**src/rtl/pll_lock_pkg.sv**
```systemverilog
package pll_lock_pkg;

    typedef enum logic {
        MEAS_IDLE = 1'b0,
        MEAS_WAIT = 1'b1
    } meas_state_e;

    localparam int RUN_W = 8;

    localparam int PIN_LOCK    = 0;
    localparam int PIN_STATUS  = 1;
    localparam int PIN_MONITOR = 2;
    localparam int PIN_COUNT   = 3;

    function automatic logic [RUN_W-1:0] run_target(input logic [1:0] code);
        case (code)
            2'd0:    return RUN_W'(5);
            2'd1:    return RUN_W'(16);
            2'd2:    return RUN_W'(64);
            default: return RUN_W'(255);
        endcase
    endfunction

endpackage

```
**src/rtl/edge_sync.sv**
```systemverilog
module edge_sync (
    input  logic clk,
    input  logic rst_n,
    input  logic async_in,
    output logic rise_o
);
    logic [2:0] sh_d, sh_q;

    always_comb begin
        sh_d = {sh_q[1:0], async_in};
    end

    always_ff @(posedge clk or negedge rst_n) begin
        if (!rst_n) sh_q <= '0;
        else        sh_q <= sh_d;
    end

    assign rise_o = sh_q[1] & ~sh_q[2];
endmodule

```
**src/rtl/phase_window_meter.sv**
```systemverilog
module phase_window_meter
    import pll_lock_pkg::*;
#(
    parameter int WIN_W = 6
) (
    input  logic             clk,
    input  logic             rst_n,
    input  logic             ref_rise,
    input  logic             fb_rise,
    input  logic [WIN_W-1:0] win_cycles,
    output logic             vrd_valid,
    output logic             vrd_pass
);
    localparam int CNT_W = WIN_W + 1;

    typedef struct packed {
        meas_state_e      st;
        logic             lead_ref;
        logic [CNT_W-1:0] cnt;
        logic             valid;
        logic             pass;
    } meter_t;

    meter_t d, q;
    logic             partner;
    logic [CNT_W-1:0] limit;

    always_comb begin
        d         = q;
        d.valid   = 1'b0;
        d.pass    = 1'b0;
        limit     = {win_cycles, 1'b0};
        partner   = q.lead_ref ? fb_rise : ref_rise;
        case (q.st)
            MEAS_IDLE: begin
                if (ref_rise && fb_rise) begin
                    d.valid = 1'b1;
                    d.pass  = (win_cycles != '0);
                end else if (ref_rise || fb_rise) begin
                    d.st       = MEAS_WAIT;
                    d.lead_ref = ref_rise;
                    d.cnt      = CNT_W'(1);
                end
            end
            default: begin
                if (partner) begin
                    d.valid = 1'b1;
                    d.pass  = (q.cnt < CNT_W'(win_cycles));
                    d.st    = MEAS_IDLE;
                end else if (q.cnt >= limit) begin
                    d.valid = 1'b1;
                    d.pass  = 1'b0;
                    d.st    = MEAS_IDLE;
                end else begin
                    d.cnt = q.cnt + CNT_W'(1);
                end
            end
        endcase
    end

    always_ff @(posedge clk or negedge rst_n) begin
        if (!rst_n) q <= '{st: MEAS_IDLE, lead_ref: 1'b0, cnt: '0, valid: 1'b0, pass: 1'b0};
        else        q <= d;
    end

    assign vrd_valid = q.valid;
    assign vrd_pass  = q.pass;
endmodule

```
**src/rtl/run_qualifier.sv**
```systemverilog
module run_qualifier
    import pll_lock_pkg::*;
(
    input  logic             clk,
    input  logic             rst_n,
    input  logic             enable,
    input  logic [1:0]       thr_sel,
    input  logic             vrd_valid,
    input  logic             vrd_pass,
    output logic [RUN_W-1:0] run_cnt,
    output logic             lock
);
    typedef struct packed {
        logic [RUN_W-1:0] run;
        logic             lock;
        logic [1:0]       thr;
    } qual_t;

    qual_t d, q;
    logic [RUN_W-1:0] target;

    always_comb begin
        d      = q;
        d.thr  = thr_sel;
        target = run_target(thr_sel);
        if (!enable || (thr_sel != q.thr)) begin
            d.run  = '0;
            d.lock = 1'b0;
        end else if (vrd_valid) begin
            if (vrd_pass) begin
                d.run  = (q.run >= target) ? target : q.run + RUN_W'(1);
                d.lock = (d.run >= target);
            end else begin
                d.run  = '0;
                d.lock = 1'b0;
            end
        end
    end

    always_ff @(posedge clk or negedge rst_n) begin
        if (!rst_n) q <= '{run: '0, lock: 1'b0, thr: 2'd0};
        else        q <= d;
    end

    assign run_cnt = q.run;
    assign lock    = q.lock;
endmodule

```
**src/rtl/pll_lock_watch.sv**
```systemverilog
module pll_lock_watch
    import pll_lock_pkg::*;
#(
    parameter int WIN_W = 6
) (
    input  logic             clk,
    input  logic             rst_n,
    input  logic             ref_clk_in,
    input  logic             fb_clk_in,
    input  logic             enable,
    input  logic [1:0]       thr_sel,
    input  logic [WIN_W-1:0] win_cycles,
    input  logic [2:0]       route_en,
    output logic             lock_o,
    output logic             lock_pin,
    output logic             status_pin,
    output logic             monitor_pin
);
    logic             ref_rise, fb_rise;
    logic             vrd_valid, vrd_pass;
    logic [RUN_W-1:0] run_cnt;
    logic [PIN_COUNT-1:0] pins_w;

    edge_sync u_ref_sync (.clk(clk), .rst_n(rst_n), .async_in(ref_clk_in), .rise_o(ref_rise));
    edge_sync u_fb_sync  (.clk(clk), .rst_n(rst_n), .async_in(fb_clk_in),  .rise_o(fb_rise));

    phase_window_meter #(.WIN_W(WIN_W)) u_meter (
        .clk       (clk),
        .rst_n     (rst_n),
        .ref_rise  (ref_rise),
        .fb_rise   (fb_rise),
        .win_cycles(win_cycles),
        .vrd_valid (vrd_valid),
        .vrd_pass  (vrd_pass)
    );

    run_qualifier u_qual (
        .clk      (clk),
        .rst_n    (rst_n),
        .enable   (enable),
        .thr_sel  (thr_sel),
        .vrd_valid(vrd_valid),
        .vrd_pass (vrd_pass),
        .run_cnt  (run_cnt),
        .lock     (lock_o)
    );

    for (genvar p = 0; p < PIN_COUNT; p++) begin : g_route
        assign pins_w[p] = lock_o & route_en[p];
    end

    assign lock_pin    = pins_w[PIN_LOCK];
    assign status_pin  = pins_w[PIN_STATUS];
    assign monitor_pin = pins_w[PIN_MONITOR];
endmodule

```
**config.mk**
```make
export PLATFORM = sky130hd
export DESIGN_NAME = pll_lock_watch
export DESIGN_NICKNAME = d
export VERILOG_FILES = /design/src/rtl/pll_lock_pkg.sv /design/src/rtl/edge_sync.sv /design/src/rtl/phase_window_meter.sv /design/src/rtl/run_qualifier.sv /design/src/rtl/pll_lock_watch.sv
export SDC_FILE = /design/constraint.sdc
export NUM_CORES = 1
export LEC_CHECK = 0
export ABC_AREA = 1
export BUFFER_PORTS_ARGS = -buffer_cell sky130_fd_sc_hd__buf_2
export CORE_UTILIZATION = 35
export CTS_CLUSTER_SIZE = 28
export DETAILED_ROUTE_END_ITERATION = 10
export GPL_TIMING_DRIVEN = 0
export PLACE_DENSITY = 0.63
export RECOVER_POWER = 25
export SYNTH_ARGS = -nofsm -noshare
export SYNTH_HDL_FRONTEND = slang
export SYNTH_SLANG_ARGS = --single-unit
```
**constraint.sdc**
```tcl
create_clock -name clk -period 6.58 [get_ports clk]
set_input_delay 0.987 -clock clk [delete_from_list [all_inputs] [get_ports clk]]
set_output_delay 0.987 -clock clk [all_outputs]
set_load 0.02 [all_outputs]
```
==> impl_summary.md <==
Clocking
Clock-pin slew was measured on the worst setup and hold paths at 0.09 ns. Once the clock tree was built, the resizer swapped 0 gates to a different size. The level count of the clock H-tree is 1.

The clock passes through at most 2 buffers. The number of post-CTS setup repair buffers is 0. The count of clock tree sinks is 28. Counting the buffers created by CTS gives 3. Buffers inserted to repair hold after CTS numbered 0. The clock reaches the later pin of the worst-skew pair after 0.27 ns. The cell sitting at the root of the clock tree is a clkbuf_8. The TritonCTS clock tree is yes.

Synthesis
The total of warnings raised by yosys is 0. By area the synthesized netlist is led by dfrtp_1 (33%), ha_1 (17%), nand2_1 (9.8%), inv_1 (8.4%), nor2_1 (4.3%). The number of instances in the synthesized netlist is 272. The most frequently used cell type in the post-synthesis netlist is nand2_1.

The commonest register cell after synthesis is dfrtp_1. A synthesized cell averages 7.75 sq um. The cell area that synthesis handed to floorplanning was about 2100 sq um.

In this run, synthesis inferred 0 flip-flops with an integrated enable. The net count of the mapped netlist is between 300 and 400. Summing the sequential cell areas from Yosys gives ~33% of the chip area. Of all flip-flops after synthesis, the portion carrying an async set or reset was 100%.

In this run the biggest area consumer among cell types represents 33.3% of the synthesized area. The largest total area in the synthesized netlist belongs to dfrtp_1. In the synthesized netlist, the cells that appear most often are nand2_1 (55), inv_1 (47), dfrtp_1 (28), ha_1 (28), nor2_1 (24). The number of distinct library cell variants in the gate-level netlist after synthesis is 33. The synthesized design contains 28 register bits.

Outcome
The flow ran to the end, but the final reports show violations. The final reports fail on max-capacitance violations, max-slew violations.

Global route
The number of global-route vias before repair is between 1500 and 2000. The total grt overflow is 0. The number of antenna violations at the first check in global routing is 0. In the global route stage, overall resource usage came out at 13.9%. Entering global routing, the biggest net connects 29 pins. The first global-routing pass estimated 7.02 mm of wire.

Setup path
The startpoint of the worst-slack reg-to-reg timing path is u_qual.run_cnt[5]$_DFFE_PN0P_. The critical path endpoint category is a flop. STA puts the critical path data required time at 6.76 ns. The highest fanout seen on the critical path is 10.

The worst path arrival time is around 3.5 ns. Counting cells, the worst reg-to-reg path comes to 18. The start-to-end type of the worst setup path is in2reg. The slack of the worst reg-to-reg path is 4.18 ns. The worst reg2reg path endpoint is u_qual.lock$_DFFE_PN0P_. The worst setup path is launched from an input port. The first element of the critical path is thr_sel[1].

Placed design
The worst setup slack after placement is approximately 3 ns. In this run the tool buffered the top-level ports with 19 buffer cells. In this run the cell area measured after placement is 2290 sq um. The half-perimeter wire length of the detailed placement result is 3.16 mm.

The cell count after placement is 363. The placer's final routability congestion estimate is 0.795.

Cells and area
The final standard cell area without fillers is 2360 sq um. The number of antenna cells inserted is 0. The filler-free cell count of the finished design is 367.

For this run, the post-layout net count is 340. Once layout is complete, the utilization of the core stands at 41.8%. Relative to the synthesized area, the layout overhead comes to 12.0%. The fraction of final layout cells sized beyond drive strength 1 is 14.2%.

Floorplanning
From left edge to right edge, the die measures slightly below 80 um. Measured along the y axis, the die boundary spans ~80 um. The initial utilization of the core area, before any placement, comes to between 30% and 40%. The die area is 6330 sq um. 20 I/O pins were placed. After floorplanning, the core was divided into 27 placement rows. The floorplan step defined a core boundary enclosing ~5600 sq um.

Pwr
The power density relative to cell area is 200 nW/um^2. The design draws 0.473 mW. The largest vdd supply drop is around 0.14 mV. The cell leakage power is approximately 1.3 nW.

Routing
The total iterations of the first detailed-routing run is 4. The sum of routed wire length over all layers is just under 4 mm. The final route contains 1722 vias. Once detail routing completed, the nets flagged for antenna violations numbered 0. The ratio of routed vias to standard cells is 4.69. After detailed routing, the average wire length per cell comes to 10.7 um. The final routed DRC violation total is 0. The number of design-rule violations left by the first detailed-router iteration is 67.

Timing
The number of slew-limit violations in the final report is 28. The actual slew at the worst max-slew pin is ~1.5 ns. The post-route clock period utilization is around half. In this run the tightest slew margin relative to its limit is -0.410%. Setup violations remaining at the end of the flow were counted as 0. Summed over all failing endpoints, the final setup total negative slack is 0 ns. The worst clock skew is 0.00330 ns. Setup repair after global routing left no endpoint under its margin.

The peak clock frequency supported by timing is 303 MHz. Setup slack closes at 3.28 ns. Final hold analysis gives a worst-case slack of around 0.36 ns.

The number of hold-slack violations in the final timing report was 0. The minimum clock period is 3.30 ns.

Hold path
The startpoint of the worst hold path is u_fb_sync.sh_q[0]$_DFF_PN0_. The worst min-delay path endpoint is u_fb_sync.sh_q[1]$_DFF_PN0_. The class of the most critical hold timing path is reg2reg. The worst hold path depth is 0.

Job
The number of max-cap violations is 1.
==> worst max-delay path, stage by stage <==
cell and delay (ns):
clkbuf_1 0.21, ha_1 0.27, inv_2 0.14, ha_1 0.33, inv_1 0.05, o21bai_2 0.23
nor2_8 0.08, nand2_8 0.11, nand2_1 0.12, o21ai_1 0.13, inv_1 0.07, ha_1 0.27
nand2_1 0.06, nand2_1 0.05, nand2_1 0.05, nand2_1 0.08, nand2_1 0.08, nand2_1 0.05
nand2_1 0.05, nand2_1 0.05
==> sequential cells by signal (all words and copies together) (netlist names) <==
register	count
u_qual.run_cnt	8
u_meter.vrd_pass	1
u_fb_sync.sh_q	3
u_meter.q	9
u_ref_sync.sh_q	3
u_meter.vrd_valid	1
u_qual.q	2
u_qual.lock	1
==> cell type report <==
| type | count | area [sq um] |
|---|---|---|
| flip-flops and latches | 28 | 701 |
| clock inverters | 1 | 30.0 |
| fillers | 577 | 3280 |
| multi-input cells | 190 | 1200 |
| inverters | 54 | 208 |
| clock buffers | 3 | 41.3 |
| well taps | 72 | 90.1 |
| repair buffers | 19 | 91.3 |
==> power by group <==
group          internal (mW)  switching [mW]
Sequential             0.193          0.0188
Clock                 0.0815          0.0532
Combinational         0.0467          0.0797
==> placed cells by master, fill, tap and decap left out, drive strengths merged <==
cell,synthesis,final
a21boi,2,2
a21oi,11,11
buf,0,16
bufinv,0,1
clkbuf,0,6
clkinv,1,1
dfrtp,28,28
ha,28,28
inv,53,53
nand2,60,60
nand3,10,10
nand3b,2,2
nand4,7,7
nor2,30,30
nor3,4,4
nor4,1,1
o21a,1,1
o21ai,18,18
o21bai,4,4
o22ai,5,5
o31ai,2,2
o32ai,2,2
xnor2,2,2
xor2,1,1
==> layer usage <==
metal | up-vias | share of wire [%] | global-route usage (%)
met1 | 775 | 51 | 18.6
met5 | - | 0 | 0
met4 | 0 | 0.79 | 2.73
met2 | 15 | 47 | 23.8
met3 | 4 | 1.7 | 2.06
li1 | 928 | - | -
==> worst max path at each step <==
stage / end / slack, ns / depth (start not counted)
after CTS: u_qual.lock$_DFFE_PN0P_ / 3.39 / 21
after detailed placement: u_qual.lock$_DFFE_PN0P_ / 3.08 / 21
after global placement: u_qual.lock$_DFFE_PN0P_ / 3.10 / 21
after floorplan: u_qual.lock$_DFFE_PN0P_ / 3.52 / 18
after global routing: u_qual.lock$_DFFE_PN0P_ / 3.05 / 20
final: u_qual.lock$_DFFE_PN0P_ / 3.28 / 20
==> cell families after synthesis <==
| kind of cell | share of synthesized area [%] |
|---|---|
| AND/OR/NAND/NOR | 26.2 |
| flip-flops | 33.3 |
| adder cells (fa/ha/maj) | 16.6 |
| XOR/XNOR | 1.25 |
| buffers and inverters | 9.86 |
| AO/OA/AOI/OAI | 12.8 |
(Power assumes the default switching activity.)
